File: config.mk
export PLATFORM = sky130hd
export DESIGN_NAME = spim_ctrl
export DESIGN_NICKNAME = d
export VERILOG_FILES = /design/src/rtl/spim_pkg.sv /design/src/rtl/spim_fifo.sv /design/src/rtl/spim_shifter.sv /design/src/rtl/spim_ctrl.sv
export SDC_FILE = /design/constraint.sdc
export NUM_CORES = 1
export LEC_CHECK = 0
export CAP_MARGIN = 20
export CORE_ASPECT_RATIO = 1.2
export CORE_UTILIZATION = 49
export CTS_CLUSTER_DIAMETER = 40
export CTS_CLUSTER_SIZE = 20
export DETAILED_ROUTE_END_ITERATION = 10
export DONT_BUFFER_PORTS = 1
export MAX_ROUTING_LAYER = met4
export PLACE_DENSITY = 0.75
export RECOVER_POWER = 50
export SLEW_MARGIN = 30
export SYNTH_ARGS = -nofsm -noshare
export SYNTH_HDL_FRONTEND = slang
export SYNTH_HIERARCHICAL = 1
export SYNTH_SLANG_ARGS = --single-unit
File: constraint.sdc
create_clock -name clk -period 13.66 [get_ports clk]
set_input_delay 1.366 -clock clk [delete_from_list [all_inputs] [get_ports clk]]
set_output_delay 1.366 -clock clk [all_outputs]
set_load 0.02 [all_outputs]
File: src/rtl/spim_pkg.sv
package spim_pkg;
  localparam int WORD_W = 32;
  localparam int ADDR_W = 3;

  localparam logic [ADDR_W-1:0] A_CFG   = 3'd0;
  localparam logic [ADDR_W-1:0] A_DIR   = 3'd1;
  localparam logic [ADDR_W-1:0] A_DIV   = 3'd2;
  localparam logic [ADDR_W-1:0] A_HOLD  = 3'd3;
  localparam logic [ADDR_W-1:0] A_DATA  = 3'd4;
  localparam logic [ADDR_W-1:0] A_STAT  = 3'd5;

  // Decoded word length: field 0 stands for a full 32-bit word.
  function automatic logic [5:0] len_bits(input logic [4:0] field);
    return (field == 5'd0) ? 6'd32 : {1'b0, field};
  endfunction

  // Move an n-bit right-aligned word to the top of the shift register.
  function automatic logic [WORD_W-1:0] msb_align(input logic [WORD_W-1:0] w,
                                                  input logic [5:0] n);
    return w << (6'd32 - n);
  endfunction

  // Number of half periods in one word.
  function automatic logic [6:0] half_count(input logic [5:0] n);
    return {n, 1'b0};
  endfunction
endpackage

File: src/rtl/spim_fifo.sv
module spim_fifo #(
  parameter int DW    = 32,
  parameter int DEPTH = 16
) (
  input  logic          clk,
  input  logic          rst_n,
  input  logic          flush,
  input  logic          push,
  input  logic          pop,
  input  logic [DW-1:0] din,
  output logic [DW-1:0] dout,
  output logic          full,
  output logic          empty
);
  localparam int PW = (DEPTH > 1) ? $clog2(DEPTH) : 1;
  localparam int CW = PW + 1;

  logic [DW-1:0] mem [DEPTH];
  logic [PW-1:0] wp, rp;
  logic [CW-1:0] cnt;

  wire do_push = push && !full;
  wire do_pop  = pop && !empty;

  assign full  = (cnt == CW'(DEPTH));
  assign empty = (cnt == '0);
  assign dout  = mem[rp];

  function automatic logic [PW-1:0] nxt(input logic [PW-1:0] p);
    return (p == PW'(DEPTH - 1)) ? '0 : p + 1'b1;
  endfunction

  always_ff @(posedge clk) begin
    if (do_push && !flush) mem[wp] <= din;
  end

  always_ff @(posedge clk or negedge rst_n) begin
    if (!rst_n) begin
      wp <= '0; rp <= '0; cnt <= '0;
    end else if (flush) begin
      wp <= '0; rp <= '0; cnt <= '0;
    end else begin
      if (do_push) wp <= nxt(wp);
      if (do_pop)  rp <= nxt(rp);
      if (do_push && !do_pop)      cnt <= cnt + 1'b1;
      else if (do_pop && !do_push) cnt <= cnt - 1'b1;
    end
  end


  full_push_ignored_chk: assert property (@(posedge clk) disable iff (!rst_n)
    (full && push && !pop && !flush) |=> (full && $stable(wp)));
endmodule

File: src/rtl/spim_shifter.sv
module spim_shifter #(
  parameter int DIV_W = 8
) (
  input  logic             clk,
  input  logic             rst_n,
  input  logic             start,
  input  logic [31:0]      word,
  input  logic [5:0]       nbits,
  input  logic             cpol,
  input  logic             cpha,
  input  logic [DIV_W-1:0] div,
  input  logic             miso,
  output logic             busy,
  output logic             done,
  output logic             sclk,
  output logic             mosi,
  output logic [31:0]      rx_word
);
  import spim_pkg::*;

  logic [DIV_W-1:0] half_cnt;
  logic [6:0]       edges;
  logic [5:0]       n_q;
  logic             cpha_q, lvl, mosi_q;
  logic [31:0]      sr, rxs;

  wire        tick     = busy && (half_cnt == div);
  wire        leading  = !lvl;
  wire        launch   = (leading == cpha_q);
  wire        last_one = (edges == half_count(n_q) - 7'd1);
  wire [31:0] aligned  = msb_align(word, nbits);

  assign sclk    = cpol ^ lvl;
  assign mosi    = mosi_q;
  assign rx_word = rxs;

  always_ff @(posedge clk or negedge rst_n) begin
    if (!rst_n) begin
      busy <= 1'b0; done <= 1'b0; half_cnt <= '0; edges <= '0;
      n_q <= 6'd32; cpha_q <= 1'b0; lvl <= 1'b0; mosi_q <= 1'b0;
      sr <= '0; rxs <= '0;
    end else begin
      done <= 1'b0;
      if (!busy) begin
        if (start) begin
          busy <= 1'b1; half_cnt <= '0; edges <= '0; lvl <= 1'b0;
          n_q <= nbits; cpha_q <= cpha; rxs <= '0;
          if (!cpha) begin
            mosi_q <= aligned[31];
            sr     <= aligned << 1;
          end else begin
            mosi_q <= 1'b0;
            sr     <= aligned;
          end
        end
      end else if (tick) begin
        half_cnt <= '0;
        edges    <= edges + 1'b1;
        lvl      <= ~lvl;
        if (launch) begin
          mosi_q <= sr[31];
          sr     <= sr << 1;
        end else begin
          rxs <= {rxs[30:0], miso};
        end
        if (last_one) begin
          busy <= 1'b0; done <= 1'b1; mosi_q <= 1'b0; lvl <= 1'b0;
        end
      end else begin
        half_cnt <= half_cnt + 1'b1;
      end
    end
  end


  idle_mosi_low_chk: assert property (@(posedge clk) disable iff (!rst_n)
    !busy |-> !mosi);

  idle_sclk_rest_chk: assert property (@(posedge clk) disable iff (!rst_n)
    !busy |-> (sclk == cpol));

  no_early_edge_chk: assert property (@(posedge clk) disable iff (!rst_n)
    (busy && !tick) |=> $stable(lvl));

  done_after_busy_chk: assert property (@(posedge clk) disable iff (!rst_n)
    done |-> $past(busy));
endmodule

File: src/rtl/spim_ctrl.sv
module spim_ctrl #(
  parameter int DEPTH = 16,
  parameter int DIV_W = 8,
  parameter int CS_N  = 4
) (
  input  logic            clk,
  input  logic            rst_n,
  input  logic [2:0]      addr,
  input  logic            wr_en,
  input  logic            rd_en,
  input  logic [31:0]     wdata,
  output logic [31:0]     rdata,
  output logic            sclk,
  output logic            mosi,
  input  logic            miso,
  output logic [CS_N-1:0] cs_n
);
  import spim_pkg::*;

  localparam int CS_LSB = 8;

  logic [4:0]       len_q;
  logic             cpol_q, cpha_q, tx_en_q, rx_en_q, hold_q, ovf_q, unf_q;
  logic [CS_N-1:0]  cs_q;
  logic [DIV_W-1:0] div_q;

  logic        tx_empty, tx_full, rx_empty, rx_full;
  logic [31:0] tx_dout, rx_dout, sh_rx;
  logic        sh_busy, sh_done;

  wire wr_cfg  = wr_en && (addr == A_CFG);
  wire wr_dir  = wr_en && (addr == A_DIR);
  wire wr_div  = wr_en && (addr == A_DIV);
  wire wr_hold = wr_en && (addr == A_HOLD);
  wire wr_data = wr_en && (addr == A_DATA);
  wire wr_stat = wr_en && (addr == A_STAT);
  wire rd_data = rd_en && (addr == A_DATA);

  wire start   = tx_en_q && !tx_empty && !sh_busy;
  wire rx_push = sh_done && tx_en_q && rx_en_q;
  wire push_ok = wr_data && !hold_q;

  always_ff @(posedge clk or negedge rst_n) begin
    if (!rst_n) begin
      len_q <= '0; cpol_q <= 1'b0; cpha_q <= 1'b0; cs_q <= '1;
      tx_en_q <= 1'b0; rx_en_q <= 1'b0; div_q <= '0; hold_q <= 1'b0;
      ovf_q <= 1'b0; unf_q <= 1'b0;
    end else begin
      if (wr_cfg) begin
        len_q  <= wdata[4:0];
        cpol_q <= wdata[5];
        cpha_q <= wdata[6];
        cs_q   <= wdata[CS_LSB +: CS_N];
      end
      if (wr_dir) begin
        tx_en_q <= wdata[0];
        rx_en_q <= wdata[1];
      end
      if (wr_div)  div_q  <= wdata[DIV_W-1:0];
      if (wr_hold) hold_q <= wdata[0];
      if (wr_stat) begin
        ovf_q <= 1'b0;
        unf_q <= 1'b0;
      end else begin
        if (push_ok && tx_full) ovf_q <= 1'b1;
        if (rd_data && rx_empty) unf_q <= 1'b1;
      end
    end
  end

  spim_fifo #(.DW(WORD_W), .DEPTH(DEPTH)) u_txq (
    .clk(clk), .rst_n(rst_n), .flush(hold_q), .push(push_ok), .pop(start),
    .din(wdata), .dout(tx_dout), .full(tx_full), .empty(tx_empty));

  spim_fifo #(.DW(WORD_W), .DEPTH(DEPTH)) u_rxq (
    .clk(clk), .rst_n(rst_n), .flush(hold_q), .push(rx_push), .pop(rd_data),
    .din(sh_rx), .dout(rx_dout), .full(rx_full), .empty(rx_empty));

  spim_shifter #(.DIV_W(DIV_W)) u_shift (
    .clk(clk), .rst_n(rst_n), .start(start), .word(tx_dout),
    .nbits(len_bits(len_q)), .cpol(cpol_q), .cpha(cpha_q), .div(div_q),
    .miso(miso), .busy(sh_busy), .done(sh_done), .sclk(sclk), .mosi(mosi),
    .rx_word(sh_rx));

  assign cs_n = cs_q;

  always_comb begin
    rdata = '0;
    case (addr)
      A_CFG: begin
        rdata[4:0] = len_q;
        rdata[5]   = cpol_q;
        rdata[6]   = cpha_q;
        rdata[CS_LSB +: CS_N] = cs_q;
      end
      A_DIR:  rdata[1:0] = {rx_en_q, tx_en_q};
      A_DIV:  rdata[DIV_W-1:0] = div_q;
      A_HOLD: rdata[0] = hold_q;
      A_DATA: rdata = rx_empty ? '0 : rx_dout;
      A_STAT: rdata[5:0] = {unf_q, ovf_q, rx_empty, tx_full, sh_busy,
                            tx_empty && !sh_busy};
      default: rdata = '0;
    endcase
  end


  auto_start_chk: assert property (@(posedge clk) disable iff (!rst_n)
    (tx_en_q && !tx_empty && !sh_busy) |=> sh_busy);

  overflow_sticky_chk: assert property (@(posedge clk) disable iff (!rst_n)
    (push_ok && tx_full && !wr_stat) |=> ovf_q);

  hold_empties_chk: assert property (@(posedge clk) disable iff (!rst_n)
    hold_q |=> (tx_empty && rx_empty));

  tx_only_no_capture_chk: assert property (@(posedge clk) disable iff (!rst_n)
    (sh_done && !rx_en_q && rx_empty && !hold_q) |=> rx_empty);
endmodule

==> impl.org, run 1 <==
** CTS
- Resize count post-CTS :: 0
- Hold buffer count at CTS :: 0
- CTS saw 1164 sinks.
- The cell sitting at the root of the clock tree is a sky130_fd_sc_hd__clkbuf_16.
- Post-CTS timing repair inserted 0 buffers for setup.
- For the worst-skew pair, the clock arrives at the later sink with an insertion delay of 0.73 ns.
- Buffer depth of the longest clock path :: 3
- The number of clock buffers added by TritonCTS is between 100 and 150.
- The clock tree synthesis step divided the H-tree into 3 levels.
- TritonCTS built the clock tree.
- Clock transition at the registers of the reported paths :: around 0.07 ns

** Final layout
- Post-layout utilization of the core :: a little under three fifths
- Relative to the synthesized area, the layout overhead comes to 11.02%.
- Fill cell instance count of the final layout :: 7381
- In the final layout, the share of cells above drive strength 1 is 20.76%.
- Non-filler instance count after layout :: 4239
- For this run, the post-layout net count is 2925.

** Yosys
- Synthesized cell area :: 49200 um2
- Synthesis produced a netlist with a net count of 2927.
- Mean cell area of the mapped netlist :: 17.18 um2
- Synth warn :: 6
- Synthesis produced a netlist whose cell count is 2863.

** Power and ir drop
- Peak VDD IR :: 0.1237 mV
- LEAKAGE :: 16.79 nW
- Ratio of total power to cell area :: around 150 nW/um2

** Global route
- Met1 capacity usage during global routing :: 27.66%
- After global routing, the most crowded layer is met2.
- Total overflow reported by the global router :: 0
- In the global route stage, met2 resource usage came out at 40.34%.
- The via count of the first global-routing pass came to approximately 28000.
- Met3 track utilization from global routing :: a little over 4%
- Largest net degree at the start of global routing :: 141
- The initial antenna violation count came to 0.
- First-pass GRT wire length :: between 150000 and 200000 um
- Global routing used 23.52% of the available tracks.

** Worst setup path
- STA classifies the critical path endpoint as an output port.
- The worst setup path is of the reg2out kind.
- The endpoint identified for the worst register-to-register timing path is u_shift/sr[13].
- Crit start category :: flop
- The startpoint identified for the worst register-to-register timing path is u_txq/rp[0].
- The worst register-to-register path has a depth of 11.
- The setup check on the worst reg-to-reg path leaves a slack of 8.26 ns.
- Data arrival time of the critical path :: ~4.4 ns
- Of all nets on the critical path, the largest fanout is 63.
- Required time at the endpoint of the critical path :: 12.29 ns

** Route
- After detailed routing, the number of remaining DRC violations is 0.
- Once detail routing completed, the nets flagged for antenna violations numbered 0.
- Using the TritonRoute via totals, the vias-per-cell ratio works out to between 6 and 7.
- The routed design has roughly 120000 um of wire.
- Total via count in the routed design :: 27030
- The first routing iteration left 2927 violations.
- Per-cell routed wire length :: 27.40 um
- Iteration count of the initial detailed-routing pass :: 5

** Die
- In this run the core area contains 126 standard-cell rows.
- The floorplan step defined a core boundary enclosing 99010 um2.
- Once the floorplan was initialized, standard cells occupied 49.69% of the core.
- Die height :: ~350 um
- Die outline width :: 291.3 um
- The die covers 101700 um2.
- between 70 and 80 I/O pins were placed.

** Place
- Buffers placed on the I/O ports in this run total 0.
- Once detailed placement completed, the half-perimeter wirelength came to 63610 um.
- Including well taps, the total number of placed cells is ~4000.
- The congestion estimate from routability-driven global placement came to just over 0.9.

** Timing
- Final hold vios :: 0
- Period minus WS final :: 5.722 ns
- In the final timing run, aggregate negative setup slack is 0 ns.
- The tightest hold path in the finished design has a slack of 0.4164 ns.
- In this run the tightest slew margin relative to its limit is -9.374%.
- For the final database, setup skew stands at 0.1015 ns.
- Slew of the pin with the lowest slew margin :: approximately 1.6 ns
- The number of max-slew violations in the final report is 33.
- In the finished design, the share of the clock period the worst path needs comes to 41.89%.
- Number of setup violations in the final report :: 0
- Max Fclk :: 174.8 MHz
- Setup repair after global routing left no endpoint under its margin.

** Worst hold path
- In this run the worst hold path is classified as in2async.

** Flow run
- Max-cap violations in this run came to 1.

** Status
- Failing checks :: capacitance limit, slew limit
- The flow ran to the end, but the final reports show violations.
worst max-delay path, stage by stage (launching register included):
cell	delay (ns)
sky130_fd_sc_hd__dfrtp_4	0.80
sky130_fd_sc_hd__buf_4	0.73
sky130_fd_sc_hd__buf_6	0.71
sky130_fd_sc_hd__mux2i_1	0.28
sky130_fd_sc_hd__a221oi_1	0.13
sky130_fd_sc_hd__a22oi_1	0.24
sky130_fd_sc_hd__nand2_1	0.08
sky130_fd_sc_hd__nand2_1	0.15
sky130_fd_sc_hd__o221ai_1	0.45
worst max-delay path by stage:
stage / slack, ns / depth (start not counted) / from / endpoint
2_1_floorplan: 7.87 / 7 / addr[1] / u_txq/mem[3][0]
3_3_place_gp: 8.04 / 11 / u_txq/rp[0] / u_shift/sr[13]
3_5_place_dp: 7.93 / 11 / u_txq/rp[0] / u_shift/sr[12]
4_1_cts: 7.88 / 11 / u_txq/rp[0] / u_shift/sr[13]
5_1_grt: 7.65 / 8 / u_rxq/rp[0] / rdata[0]
6_report: 7.94 / 8 / u_rxq/rp[0] / rdata[0]
cell type report:
class                           instances  area (um2)  area share (%)
Timing Repair Buffer                   69       529.3          0.9690
Tap cell                             1280        1602           2.932
Sequential cell                      1164       34270           62.75
Antenna cell                            1       2.502        0.004582
Inverter                               30       112.6          0.2062
Clock buffer                          123        2894           5.299
Multi-Input combinational cell       1484       14070           25.76
Clock inverter                         88        1136           2.080
flip-flops by register name (all words and copies together), names as in the netlist, 4 cells and up:
name,count
u_shift/half_cnt,8
u_rxq/rp,4
u_txq/cnt,5
div_q,8
u_txq/mem,512
u_txq/wp,4
u_txq/rp,4
cs_n,4
u_shift/n_q,6
u_rxq/cnt,5
u_shift/rx_word,32
u_shift/sr,32
len_q,5
u_shift/edges,7
u_rxq/wp,4
u_rxq/mem,512
routing by layer:
metal	up-vias	routed length [um]
li1	11550	-
met2	1215	60600
met4	0	3924
met1	14000	42620
met3	264	9017
met5	-	0
where the power goes:
part	total [mW]	leakage [nW]	internal [mW]	switching, mW
clock	3.28	1.96	1.80	1.48
combinational	0.782	4.46	0.314	0.468
sequential	4.01	10.4	3.92	0.0860
total	8.07	16.8	6.04	2.04
stage by stage:
step	cell area [um2]	worst slack [ns]	power (mW)
floorplan	49200	7.875	4.669
global placement	50590	8.039	4.840
detailed placement	50600	7.931	4.852
CTS	54630	7.877	8.109
global route	54620	7.647	8.318
finish	54620	7.938	8.073
cell usage in the layout, fill, tap and decap left out, types with 9 or more instances in the layout:
cell type / n
sky130_fd_sc_hd__mux2_1: 21
sky130_fd_sc_hd__nand2_1: 228
sky130_fd_sc_hd__mux2i_1: 185
sky130_fd_sc_hd__or3_1: 12
sky130_fd_sc_hd__clkinv_4: 10
sky130_fd_sc_hd__ha_1: 21
sky130_fd_sc_hd__buf_4: 64
sky130_fd_sc_hd__nor2_1: 77
sky130_fd_sc_hd__nor3_1: 24
sky130_fd_sc_hd__o21ai_0: 114
sky130_fd_sc_hd__and2_1: 28
sky130_fd_sc_hd__and3_1: 9
sky130_fd_sc_hd__xnor2_1: 16
sky130_fd_sc_hd__o211ai_1: 12
sky130_fd_sc_hd__inv_8: 13
sky130_fd_sc_hd__a31oi_1: 14
sky130_fd_sc_hd__edfxtp_1: 1024
sky130_fd_sc_hd__mux4_2: 218
sky130_fd_sc_hd__bufinv_16: 10
sky130_fd_sc_hd__dfrtp_1: 129
sky130_fd_sc_hd__a21oi_1: 37
sky130_fd_sc_hd__xor2_1: 11
sky130_fd_sc_hd__clkbuf_16: 112
sky130_fd_sc_hd__a22oi_1: 109
sky130_fd_sc_hd__inv_1: 28
sky130_fd_sc_hd__mux2_2: 28
sky130_fd_sc_hd__nor2_4: 25
sky130_fd_sc_hd__a221oi_1: 64
sky130_fd_sc_hd__nand3_1: 29
sky130_fd_sc_hd__inv_6: 25
No activity file was read; power rests on OpenSTA's default activity.
==> run 2, diff against run 1 <==
ABC_AREA = 1   (was unset)
clock period = 5.6 ns   (was 13.66 ns; I/O delays follow)
==> run 2 against run 1 <==
Clock power rose by 150%. Power grew to 2.5 times the previous value. Largest power group unchanged. The flow still finishes with violations (capacitance limit, slew limit). Flip-flop and latch count did not move. Global-route usage up 1.1 points. Critical path type unchanged.
==> impl.org, run 2 <==
** Place
- # port buffers :: 0 (unchanged)
- Detailed placer's ending HPWL :: 68620 um (+7.9%)
- The weighted congestion at the end of routability-driven global placement came to 0.8792 (-4.5%).
- Total placed cells including tap cells :: 5469 (+36%)

** Die
- Die outline width :: 292.4 um (+0.40%)
- The die area was 102500 um2 (+0.81%).
- Die height :: 350.5 um (+0.41%)
- The placement row count came to 127 (+0.79%).
- The starting utilization of the core area is 49.55% (-0.15 points).
- Floorplan Core Area :: 100100 um2 (+1.1%)
- The I/O pin total is 78 (unchanged).

** Global route
- First-pass GRT wire length :: 187600 um (+7.8%)
- Total overflow reported by the global router :: 0 (unchanged)
- Vias in the first global route :: 32410 (+16%)
- The initial antenna violation count was 4 (+4).
- Largest net degree at the start of global routing :: 223 (+58%)
- The combined global-route utilization of all metal layers is 24.66% (+1.1 points).

** Worst setup path
- The worst setup path is launched from a flop.
- Endpoint type of the worst setup path :: output port
- Required time at the endpoint of the critical path :: 5.04 ns (-7.25 ns)
- The critical path is of the reg2out type.
- Data arrival time of the critical path :: 3.79 ns (-0.57 ns)
- The peak fanout along the critical path came to 44 (-30%).

** Route
- Routed vias/inst :: 5.881 (-7.8%)
- ANT nets after route :: 0 (unchanged)
- The average wire length per cell after detail routing was 21.51 um (-22%).
- Initial drt markers :: 3818 (+30%)
- Total via count in the routed design :: 33650 (+24%)
- The total wire length after detailed routing is 123000 um (+5.9%).
- The number of optimization iterations in the first detailed-route pass is 6 (+1).
- # DRC :: 0 (unchanged)

** CTS
- The number of buffers created by CTS came to 111 (-0.89%).
- H-tree depth reported by CTS :: 3 (unchanged)
- Setup bufs post-CTS :: 0 (unchanged)
- Library cell used as clock root buffer :: sky130_fd_sc_hd__clkbuf_16
- The clock slew seen by the registers of the worst setup and hold paths came to 0.07 ns (about the same).
- CTS tree :: built
- Source-to-sink clock delay at the later pin of the worst-skew pair :: 0.72 ns (about the same)
- The total clock sinks was 1164 (unchanged).
- The number of buffers on the longest clock path was 3 (unchanged).

** Yosys
- The summed instance area of the synthesized netlist is 49600 um2 (+0.82%).
- The number of standard cells after synthesis came to 4376 (+53%).
- Mean cell area of the mapped netlist :: 11.33 um2 (-34%)
- The count of warnings emitted by yosys was 6 (unchanged).
- The synthesized netlist net count is 4440 (+52%).

** Timing
- Count of final max-slew check failures :: 15 (-55%)
- Period minus WS final :: 4.348 ns
- Fraction of the cycle the final worst path needs :: 77.64%
- RSZ-0062 raised after global routing :: false
- Derived from the worst setup path, the maximum achievable clock frequency is 230.0 MHz.
- The transition at the pin with the smallest max-transition slack is 2.059 ns (+0.4188 ns).
- Final setup TNS :: 0 ns (unchanged)
- Number of setup violations in the final report :: 0 (unchanged)
- The hold violation count in the final report came to 0 (unchanged).
- Clock Skew :: 0.08912 ns (-0.01239 ns)
- The worst hold margin was 0.03377 ns (-0.3827 ns).
- The worst max-slew margin expressed relative to the limit is -38.35% (-29 points).

** Final layout
- In the layout the commonest cells are 1024 x sky130_fd_sc_hd__edfxtp_1, 761 x sky130_fd_sc_hd__nand2_1, 495 x sky130_fd_sc_hd__nor2_1, 472 x sky130_fd_sc_hd__nand3_1, 367 x sky130_fd_sc_hd__o21ai_0.
- Share of cells above drive strength 1 :: 8.087% (-13 points)
- Storage element area :: 34280 um2 (about the same)
- The final-layout fill cell count is 7996 (+8.3%).
- NumNets Final :: 4393 (+50%)
- Leading registers by flop count :: u_rxq/mem x512, u_txq/mem x512
- Syn-to-layout area delta :: 11.43%
- Non-filler instance count after layout :: 5721 (+35%)
- The library cell used most frequently in the layout, excluding fill and tap cells, is sky130_fd_sc_hd__edfxtp_1.
- The multi-input gate area in the final layout was 13260 um2 (-5.8%).
- Post-layout utilization of the core :: 55.21% (about the same)

** Power and ir drop
- LEAKAGE :: 19.43 nW (+16%)
- Ratio of total power to cell area :: 370.8 nW/um2 (+150%)
- Overall power consumption :: 20.50 mW (+150%)
- Peak VDD IR :: 0.3213 mV (+160%)

** Flow run
- The max-capacitance violation count is 1 (unchanged).

** Status
- Failing checks :: capacitance limit, slew limit
- The run finished, with violations left.

** Worst hold path
- HP Class :: in2reg
run 2: through the flow:
step | instance area (um2) | setup WS [ns]
after global placement | 50480 | 1.796
after detailed placement | 50840 | 1.832
after floorplan | 49600 | 1.415
final | 55270 | 1.252
after CTS | 55310 | 1.260
after global routing | 55260 | 1.043
run 2: layout make-up:
| type | instances | share of cell area, % |
|---|---|---|
| antenna | 4 | 0.01811 |
| clock buffer | 121 | 5.130 |
| clock inverter | 90 | 2.248 |
| inverter | 232 | 1.621 |
| multi-input combinational | 2723 | 23.99 |
| sequential | 1164 | 62.02 |
| tap | 1290 | 2.920 |
| timing repair buffer | 97 | 2.056 |
run 2: critical path, cell delays in order (launching register included):
cell and delay (ns):
sky130_fd_sc_hd__dfrtp_4 0.73, sky130_fd_sc_hd__inv_1 0.13, sky130_fd_sc_hd__nand2_1 0.10, sky130_fd_sc_hd__clkinv_2 0.68
sky130_fd_sc_hd__buf_4 0.54, sky130_fd_sc_hd__nand3_1 0.11, sky130_fd_sc_hd__nand4_1 0.11, sky130_fd_sc_hd__nand2_1 0.12
sky130_fd_sc_hd__nand2_1 0.06, sky130_fd_sc_hd__nor2_1 0.13, sky130_fd_sc_hd__nor2_1 0.06, sky130_fd_sc_hd__nand3_1 0.28
run 2: metal layers:
layer | vias to the layer above | GRT usage (%) | part of all wire, %
met4 | 0 | 10.39 | 4.4
met3 | 318 | 4.105 | 8.0
met2 | 1460 | 41.95 | 51
li1 | 15480 | - | -
met1 | 16390 | 29.05 | 37
met5 | - | - | 0
run 2: path summary, 6_finish.rpt:
path / from / end / slack [ns] / cells after the start
worst max-delay path: u_rxq/rp[1] / rdata[5] / 1.25 / 11
worst max register to register: u_txq/rp[2] / u_shift/sr[10] / 1.64 / 13
worst min register to register: u_shift/sr[11] / u_shift/sr[11] / 0.48 / 2
worst min-delay path: addr[2] / ovf_q / 0.03 / 2
min in group asynchronous: rst_n / u_shift/rx_word[28] / 0.50 / 2
max in group asynchronous: rst_n / u_txq/rp[1] / 4.31 / 2
run 2: power by group:
part           leakage, nW  total [mW]  internal (mW)  switching, mW
sequential            10.9        9.87           9.64          0.223
clock                 1.97        8.13           4.55           3.59
combinational         6.61        2.50          0.756           1.74
run 2: timing repair:
action,4_1_cts,5_1_grt
gates resized for setup,0,0
endpoints found under the hold margin,658,0
hold buffers,37,0
setup endpoints to repair,0,0
